<file path="config.mk">
export PLATFORM = sky130hd
export DESIGN_NAME = bnpc_unit
export DESIGN_NICKNAME = d
export VERILOG_FILES = /design/src/rtl/bnpc_pkg.sv /design/src/rtl/bnpc_decode.sv /design/src/rtl/bnpc_compare.sv /design/src/rtl/bnpc_target.sv /design/src/rtl/bnpc_unit.sv
export SDC_FILE = /design/constraint.sdc
export NUM_CORES = 1
export LEC_CHECK = 0
export BUFFER_PORTS_ARGS = -buffer_cell sky130_fd_sc_hd__buf_2
export CAP_MARGIN = 40
export CORE_MARGIN = 2
export CORE_UTILIZATION = 45
export CTS_CLUSTER_SIZE = 25
export DETAILED_ROUTE_END_ITERATION = 7
export PLACE_DENSITY_LB_ADDON = 0.15
export SLEW_MARGIN = 20
export SYNTH_ARGS = -nofsm -noshare
export SYNTH_HDL_FRONTEND = slang
export SYNTH_SLANG_ARGS = --single-unit
</file>
<file path="constraint.sdc">
create_clock -name clk_i -period 9.47 [get_ports clk_i]
set_input_delay 1.894 -clock clk_i [delete_from_list [all_inputs] [get_ports clk_i]]
set_output_delay 1.894 -clock clk_i [all_outputs]
set_load 0.01 [all_outputs]
</file>
<file path="src/rtl/bnpc_pkg.sv">
package bnpc_pkg;

    localparam logic [2:0] CLS_J64 = 3'd5;
    localparam logic [2:0] CLS_J32 = 3'd6;

    typedef enum logic [3:0] {
        CC_ALWAYS = 4'h0, CC_EQ  = 4'h1, CC_UGT = 4'h2, CC_UGE = 4'h3,
        CC_TEST   = 4'h4, CC_NE  = 4'h5, CC_SGT = 4'h6, CC_SGE = 4'h7,
        CC_CALL   = 4'h8, CC_EXIT = 4'h9, CC_ULT = 4'ha, CC_ULE = 4'hb,
        CC_SLT    = 4'hc, CC_SLE = 4'hd, CC_RSV_E = 4'he, CC_RSV_F = 4'hf
    } cond_e;

    typedef enum logic [1:0] {
        DISP_NONE = 2'd0,
        DISP_OFF  = 2'd1,
        DISP_IMM  = 2'd2
    } disp_e;

    typedef struct packed {
        logic  is_cond;
        logic  uncond;
        logic  call;
        logic  call_local;
        logic  exit;
        logic  illegal;
        disp_e disp_sel;
        cond_e code;
        logic  wide;
        logic  use_reg;
    } dec_t;

endpackage

</file>
<file path="src/rtl/bnpc_decode.sv">
module bnpc_decode
    import bnpc_pkg::*;
(
    input  logic [7:0] opcode_i,
    input  logic [3:0] src_field_i,
    output dec_t       dec_o
);

    logic [2:0] cls;
    cond_e      code;

    assign cls  = opcode_i[2:0];
    assign code = cond_e'(opcode_i[7:4]);

    always_comb begin
        dec_o          = '0;
        dec_o.code     = code;
        dec_o.wide     = (cls == CLS_J64);
        dec_o.use_reg  = opcode_i[3];
        dec_o.disp_sel = DISP_NONE;
        if (cls == CLS_J64 || cls == CLS_J32) begin
            case (code)
                CC_ALWAYS: begin
                    dec_o.uncond   = 1'b1;
                    dec_o.disp_sel = (cls == CLS_J64) ? DISP_OFF : DISP_IMM;
                end
                CC_CALL: begin
                    if (src_field_i == 4'd1) begin
                        dec_o.call       = 1'b1;
                        dec_o.call_local = 1'b1;
                        dec_o.uncond     = 1'b1;
                        dec_o.disp_sel   = DISP_IMM;
                    end else if (src_field_i == 4'd0 || src_field_i == 4'd2) begin
                        dec_o.call = 1'b1;
                    end else begin
                        dec_o.illegal = 1'b1;
                    end
                end
                CC_EXIT: begin
                    if (cls == CLS_J64) dec_o.exit    = 1'b1;
                    else                dec_o.illegal = 1'b1;
                end
                CC_RSV_E, CC_RSV_F: begin
                    dec_o.illegal = 1'b1;
                end
                default: begin
                    dec_o.is_cond  = 1'b1;
                    dec_o.disp_sel = DISP_OFF;
                end
            endcase
        end
    end

endmodule

</file>
<file path="src/rtl/bnpc_compare.sv">
module bnpc_compare
    import bnpc_pkg::*;
#(
    parameter int W = 64
) (
    input  logic [W-1:0] lhs_i,
    input  logic [W-1:0] rhs_i,
    input  cond_e        code_i,
    output logic         hit_o
);

    logic eq, ult, slt;

    assign eq  = (lhs_i == rhs_i);
    assign ult = (lhs_i < rhs_i);
    assign slt = ($signed(lhs_i) < $signed(rhs_i));

    always_comb begin
        case (code_i)
            CC_EQ:   hit_o = eq;
            CC_NE:   hit_o = !eq;
            CC_TEST: hit_o = |(lhs_i & rhs_i);
            CC_UGT:  hit_o = !ult && !eq;
            CC_UGE:  hit_o = !ult;
            CC_ULT:  hit_o = ult;
            CC_ULE:  hit_o = ult || eq;
            CC_SGT:  hit_o = !slt && !eq;
            CC_SGE:  hit_o = !slt;
            CC_SLT:  hit_o = slt;
            CC_SLE:  hit_o = slt || eq;
            default: hit_o = 1'b0;
        endcase
    end

endmodule

</file>
<file path="src/rtl/bnpc_target.sv">
module bnpc_target
    import bnpc_pkg::*;
#(
    parameter int PC_W = 32
) (
    input  logic [PC_W-1:0] pc_i,
    input  disp_e           disp_sel_i,
    input  logic [15:0]     offset_i,
    input  logic [31:0]     imm_i,
    input  logic            take_i,
    output logic [PC_W-1:0] npc_o
);

    logic [PC_W-1:0] seq_pc;
    logic [PC_W-1:0] disp;

    assign seq_pc = pc_i + PC_W'(1);

    always_comb begin
        case (disp_sel_i)
            DISP_OFF: disp = PC_W'($signed(offset_i));
            DISP_IMM: disp = PC_W'($signed(imm_i));
            default:  disp = '0;
        endcase
    end

    assign npc_o = take_i ? (seq_pc + disp) : seq_pc;

endmodule

</file>
<file path="src/rtl/bnpc_unit.sv">
module bnpc_unit
    import bnpc_pkg::*;
#(
    parameter int XLEN = 64,
    parameter int PC_W = 32
) (
    input  logic            clk_i,
    input  logic            rst_ni,
    input  logic [7:0]      opcode_i,
    input  logic [3:0]      src_field_i,
    input  logic [15:0]     offset_i,
    input  logic [31:0]     imm_i,
    input  logic [XLEN-1:0] dst_val_i,
    input  logic [XLEN-1:0] src_val_i,
    input  logic [PC_W-1:0] pc_i,
    output logic            taken_o,
    output logic [PC_W-1:0] next_pc_o,
    output logic            call_o,
    output logic            call_local_o,
    output logic            exit_o,
    output logic            illegal_o
);

    localparam int LANES = 2;

    typedef struct packed {
        logic            taken;
        logic [PC_W-1:0] npc;
        logic            call;
        logic            call_local;
        logic            exit;
        logic            illegal;
    } res_t;

    dec_t             dec;
    logic [LANES-1:0] hit;
    logic             cond_hit;
    logic             take;
    logic [PC_W-1:0]  npc;
    res_t             res_d, res_q;

    bnpc_decode u_dec (
        .opcode_i    (opcode_i),
        .src_field_i (src_field_i),
        .dec_o       (dec)
    );

    // Lane 0 compares the full width, lane 1 the low half.
    for (genvar g = 0; g < LANES; g++) begin : g_lane
        localparam int LW = XLEN >> g;
        logic [LW-1:0] rhs;
        assign rhs = dec.use_reg ? src_val_i[LW-1:0] : LW'($signed(imm_i));
        bnpc_compare #(.W(LW)) u_cmp (
            .lhs_i  (dst_val_i[LW-1:0]),
            .rhs_i  (rhs),
            .code_i (dec.code),
            .hit_o  (hit[g])
        );
    end

    assign cond_hit = dec.wide ? hit[0] : hit[1];
    assign take     = dec.uncond || (dec.is_cond && cond_hit);

    bnpc_target #(.PC_W(PC_W)) u_tgt (
        .pc_i       (pc_i),
        .disp_sel_i (dec.disp_sel),
        .offset_i   (offset_i),
        .imm_i      (imm_i),
        .take_i     (take),
        .npc_o      (npc)
    );

    always_comb begin
        res_d            = '0;
        res_d.taken      = take;
        res_d.npc        = npc;
        res_d.call       = dec.call;
        res_d.call_local = dec.call_local;
        res_d.exit       = dec.exit;
        res_d.illegal    = dec.illegal;
    end

    always_ff @(posedge clk_i) begin
        if (!rst_ni) res_q <= '0;
        else         res_q <= res_d;
    end

    assign taken_o      = res_q.taken;
    assign next_pc_o    = res_q.npc;
    assign call_o       = res_q.call;
    assign call_local_o = res_q.call_local;
    assign exit_o       = res_q.exit;
    assign illegal_o    = res_q.illegal;

    // an illegal result carries no other effect
    a_r12_illegal_quiet: assert property (@(posedge clk_i) disable iff (!rst_ni)
        illegal_o |-> (!taken_o && !call_o && !exit_o));

    // exit is never a taken transfer
    a_r11_exit_not_taken: assert property (@(posedge clk_i) disable iff (!rst_ni)
        exit_o |-> !taken_o);

    // a local call is always a taken call
    a_r10_local_is_taken_call: assert property (@(posedge clk_i) disable iff (!rst_ni)
        call_local_o |-> (call_o && taken_o));

    // untaken instructions fall through to the next slot
    a_r8_fallthrough: assert property (@(posedge clk_i) disable iff (!rst_ni)
        !take |=> (next_pc_o == $past(pc_i) + PC_W'(1)));

    // non-jump classes leave every output quiet
    a_r13_other_class_quiet: assert property (@(posedge clk_i) disable iff (!rst_ni)
        (opcode_i[2:0] != CLS_J64 && opcode_i[2:0] != CLS_J32)
        |=> (!taken_o && !call_o && !exit_o && !illegal_o));

    // exit is never requested from the 32-bit class
    a_r11_no_exit_narrow: assert property (@(posedge clk_i) disable iff (!rst_ni)
        (opcode_i[2:0] == CLS_J32) |=> !exit_o);

    // request flags are mutually exclusive
    a_r12_flags_onehot: assert property (@(posedge clk_i) disable iff (!rst_ni)
        $onehot0({call_o, exit_o, illegal_o}));

endmodule

</file>
==> summary.txt <==
Status
  • Status: complete, no violations

STA
  • Setup violations, final: 0
  • Post-layout min period: 6.639 ns
  • RSZ-0062 raised after global routing: no
  • Slew headroom: 0.4295
  • Total negative slack: 0 ns
  • Worst slew pin tran: 0.8342 ns
  • Hold Fails Final Rpt: 0
  • Fmax: 0.1506 GHz
  • Hold_ws: 1.890 ns
  • Fin crit share: 0.7010
  • Final Max Slew Viols: 0

Final layout
  • Synth-to-layout area growth: 22.35%
  • Share of post-route cells with drive strength above 1: 0.2477
  • Post-Layout Inst Area: 0.008896 mm²
  • Final #Nets: 1567
  • Util after Layout: 0.5621
  • Fin cells: 1401
  • # fillers: 1570

Drt
  • Routed vias: 7992
  • Final wirelength: 24300 µm
  • Residual DRC: 0
  • WL met3: 1694 µm
  • Top Layer Used: met4
  • Initial DRC count: 478
  • Post-Route M1 WL: 10820 µm
  • DR pass1 iterations: 5
  • Wire per inst: 17.35 µm
  • Routed wl met2: 11060 µm
  • Routed Antenna Nets: 0
  • DR vias/cell: 5.704

Floorplan
  • IO Count: 259
  • Core Area: 0.01583 mm²
  • Row cnt: 46
  • Initial core utilization: 0.4594
  • DIE WIDTH: 131.1 µm
  • Die Ht: 131.1 µm
  • Die area: 0.01719 mm²

Critical path
  • Launching element type of the critical path: input pin
  • Crit path arrival time: 6.82 ns
  • Required @ worst endpoint: 9.65 ns
  • CP endpoint kind: flip-flop
  • Most used cell, CP: ha_1
  • Crit path cell chain: buf_2 -> xor2_1 -> nand2_1 -> a31oi_1 -> and2_1 -> ha_1 -> a22oi_1 -> nor2_1 -> ha_1 -> a211oi_1 -> o211ai_1 -> a2111oi_0 -> nor4b_1 -> o21a_1 -> o21ai_0 -> nand2b_1 -> or2_2 -> a311oi_1
  • Slowest CP cell: a2111oi_0
  • Worst-path maximum fanout: 16
  • CP peak stage delay: 0.80 ns
  • Kind of critical path: input pin to flip-flop

CTS
  • Sink Count: 37
  • CTS Root Cell: clkbuf_16
  • H-tree level count: 2
  • # Post-CTS Setup Buffers: 0
  • Clock buffer depth: 2
  • TritonCTS clock tree: done
  • Post-CTS Resized: 0
  • Clk pin slew, worst setup/hold paths: 0.06 ns
  • TritonCTS Buffers: 5
  • Post-CTS Hold Buffers: 0

Place
  • PortBufs: 258
  • Dpl cell area: 0.008752 mm²
  • GP Congestion: 0.9192
  • Dpl cells: 1391
  • Post-DP HPWL: 20380 µm

Synth
  • Syn_nets: 1335
  • Synth top area share: 0.2788
  • Asr flop ratio synth: 0
  • Synthesized instance count: 950
  • Seq cells post-synth: 37
  • Post-synth EDFFs: 0
  • Seq/Total Area, Yosys: 0.1019
  • Avg Synthesized Cell Area: 7.653 µm²
  • Synth top area cells: ha_1 28%, dfxtp_1 10%, a21oi_1 7.2%
  • Number of distinct library cells after synthesis: 66
  • Syn Std Cell Area: 0.007271 mm²
  • Primary FF master, synth: dfxtp_1
  • Synthesis Warnings: 0
  • Leading area contributor after synthesis: ha_1

Global route
  • GRT overflow: 0
  • Initial antenna violation count: 1
  • Global-route wire length before repair: 39380 µm
  • Global Route Usage Sum: 0.2766
  • Largest net degree at the start of global routing: 42
  • Vias in the first global route: 7806

Power
  • Max IR drop VDD: 0.00005862 V
  • Power Dens Cells: 76.71 mW/mm²
  • Leakage power: 4.638 nW

Min path
  • HP Class: input pin to flip-flop

Job
  • Max cap viols: 0
==> worst max-delay path: cells and delay by family <==
family	cells	cell delay (ns)
buffers and inverters	1	0.11
adder cells (fa/ha/maj)	2	0.80
AO/OA/AOI/OAI	8	2.48
XOR/XNOR	1	0.18
AND/OR/NAND/NOR	6	1.34
==> path summary, 6_finish.rpt <==
kind	from	end	slack [ns]	cells past startpoint
setup / recovery	opcode_i[0]	next_pc_o[25]	2.83	18
hold / removal	rst_ni	next_pc_o[31]	1.89	3
==> per-stage QoR <==
stage / setup slack, ns / power (W)
final: 2.831 / 0.0006824
after global routing: 2.538 / 0.0007334
after CTS: 2.964 / 0.0006813
after detailed placement: 2.697 / 0.0005142
after global placement: 2.618 / 0.0005091
after floorplan: 3.677 / 0.0003829
==> cells in the mapped netlist, drive strengths merged, types with 9 or more instances <==
master  number
ha         162
a21oi      104
inv         83
nand2       62
dfxtp       37
nor2        37
clkbuf      35
xnor2       35
mux2i       34
o21ai       31
a21o        29
a31oi       29
nand4       29
nor4        25
a211oi      24
xor2        19
nand3       18
a22oi       16
and3        16
nor3        13
o31ai        9
==> final cells by class <==
type / count / area, µm² / area share
timing repair buffer: 267 / 1374 / 0.1544
clock inverter: 2 / 10.01 / 0.001125
antenna: 2 / 5.005 / 0.0005626
clock buffer: 6 / 128.9 / 0.01449
inverter: 84 / 315.3 / 0.03544
sequential: 37 / 740.7 / 0.08326
tap: 216 / 270.3 / 0.03038
multi-input combinational: 787 / 6052 / 0.6803
==> layout by cell type, fill, tap and decap left out, drive strengths merged, types with 3 or more instances in the layout <==
cell / netlist / layout
and3: 16 / 16
clkbuf: 35 / 6
xor2: 19 / 19
or4: 4 / 4
and4: 6 / 6
o21a: 6 / 6
a21oi: 104 / 104
o31ai: 9 / 9
nand2b: 7 / 7
nand2: 62 / 62
nor2: 37 / 37
nor3: 13 / 13
a22oi: 16 / 16
nand3: 18 / 18
xnor2: 35 / 35
mux2: 3 / 3
a21boi: 4 / 4
a211oi: 24 / 24
or2: 7 / 7
and2: 7 / 7
a2111oi: 4 / 4
a311oi: 3 / 3
buf: 7 / 267
mux2i: 34 / 34
o211ai: 8 / 8
clkinv: 1 / 3
nor2b: 8 / 8
o21ai: 31 / 31
a31oi: 29 / 29
nor4: 25 / 25
ha: 162 / 162
nand4: 29 / 29
dfxtp: 37 / 37
a21o: 29 / 29
inv: 83 / 83
==> power by group <==
part	leakage, nW	internal, W	switching [W]	total (W)
clock network	0.0706	0.0000968	0.0000700	0.000167
registers	0.307	0.000168	0.00000357	0.000171
logic	4.26	0.000144	0.000200	0.000344
total	4.64	0.000409	0.000274	0.000682
==> metal layers <==
metal,track usage,vias up
met5,0,-
met4,0.06944,0
met3,0.05015,51
met2,0.4740,326
met1,0.3590,3659
li1,-,3956
==> flip-flops by register name (all words and copies together) (netlist names) <==
register / flops
next_pc_o: 32
call_local_o: 1
call_o: 1
exit_o: 1
illegal_o: 1
taken_o: 1
==> logic make-up (layout without fill, tap and decap cells) <==
| group | Yosys count | in the layout | share of synthesized area |
|---|---|---|---|
| XOR/XNOR | 54 | 54 | 0.06505 |
| other | 0 | 2 | 0 |
| multiplexers | 37 | 37 | 0.05197 |
| buffers and inverters | 126 | 359 | 0.06660 |
| AND/OR/NAND/NOR | 246 | 246 | 0.1817 |
| AO/OA/AOI/OAI | 287 | 287 | 0.2512 |
| flip-flops | 37 | 37 | 0.1019 |
| adder cells (fa/ha/maj) | 163 | 163 | 0.2815 |
(Power assumes the default switching activity.)
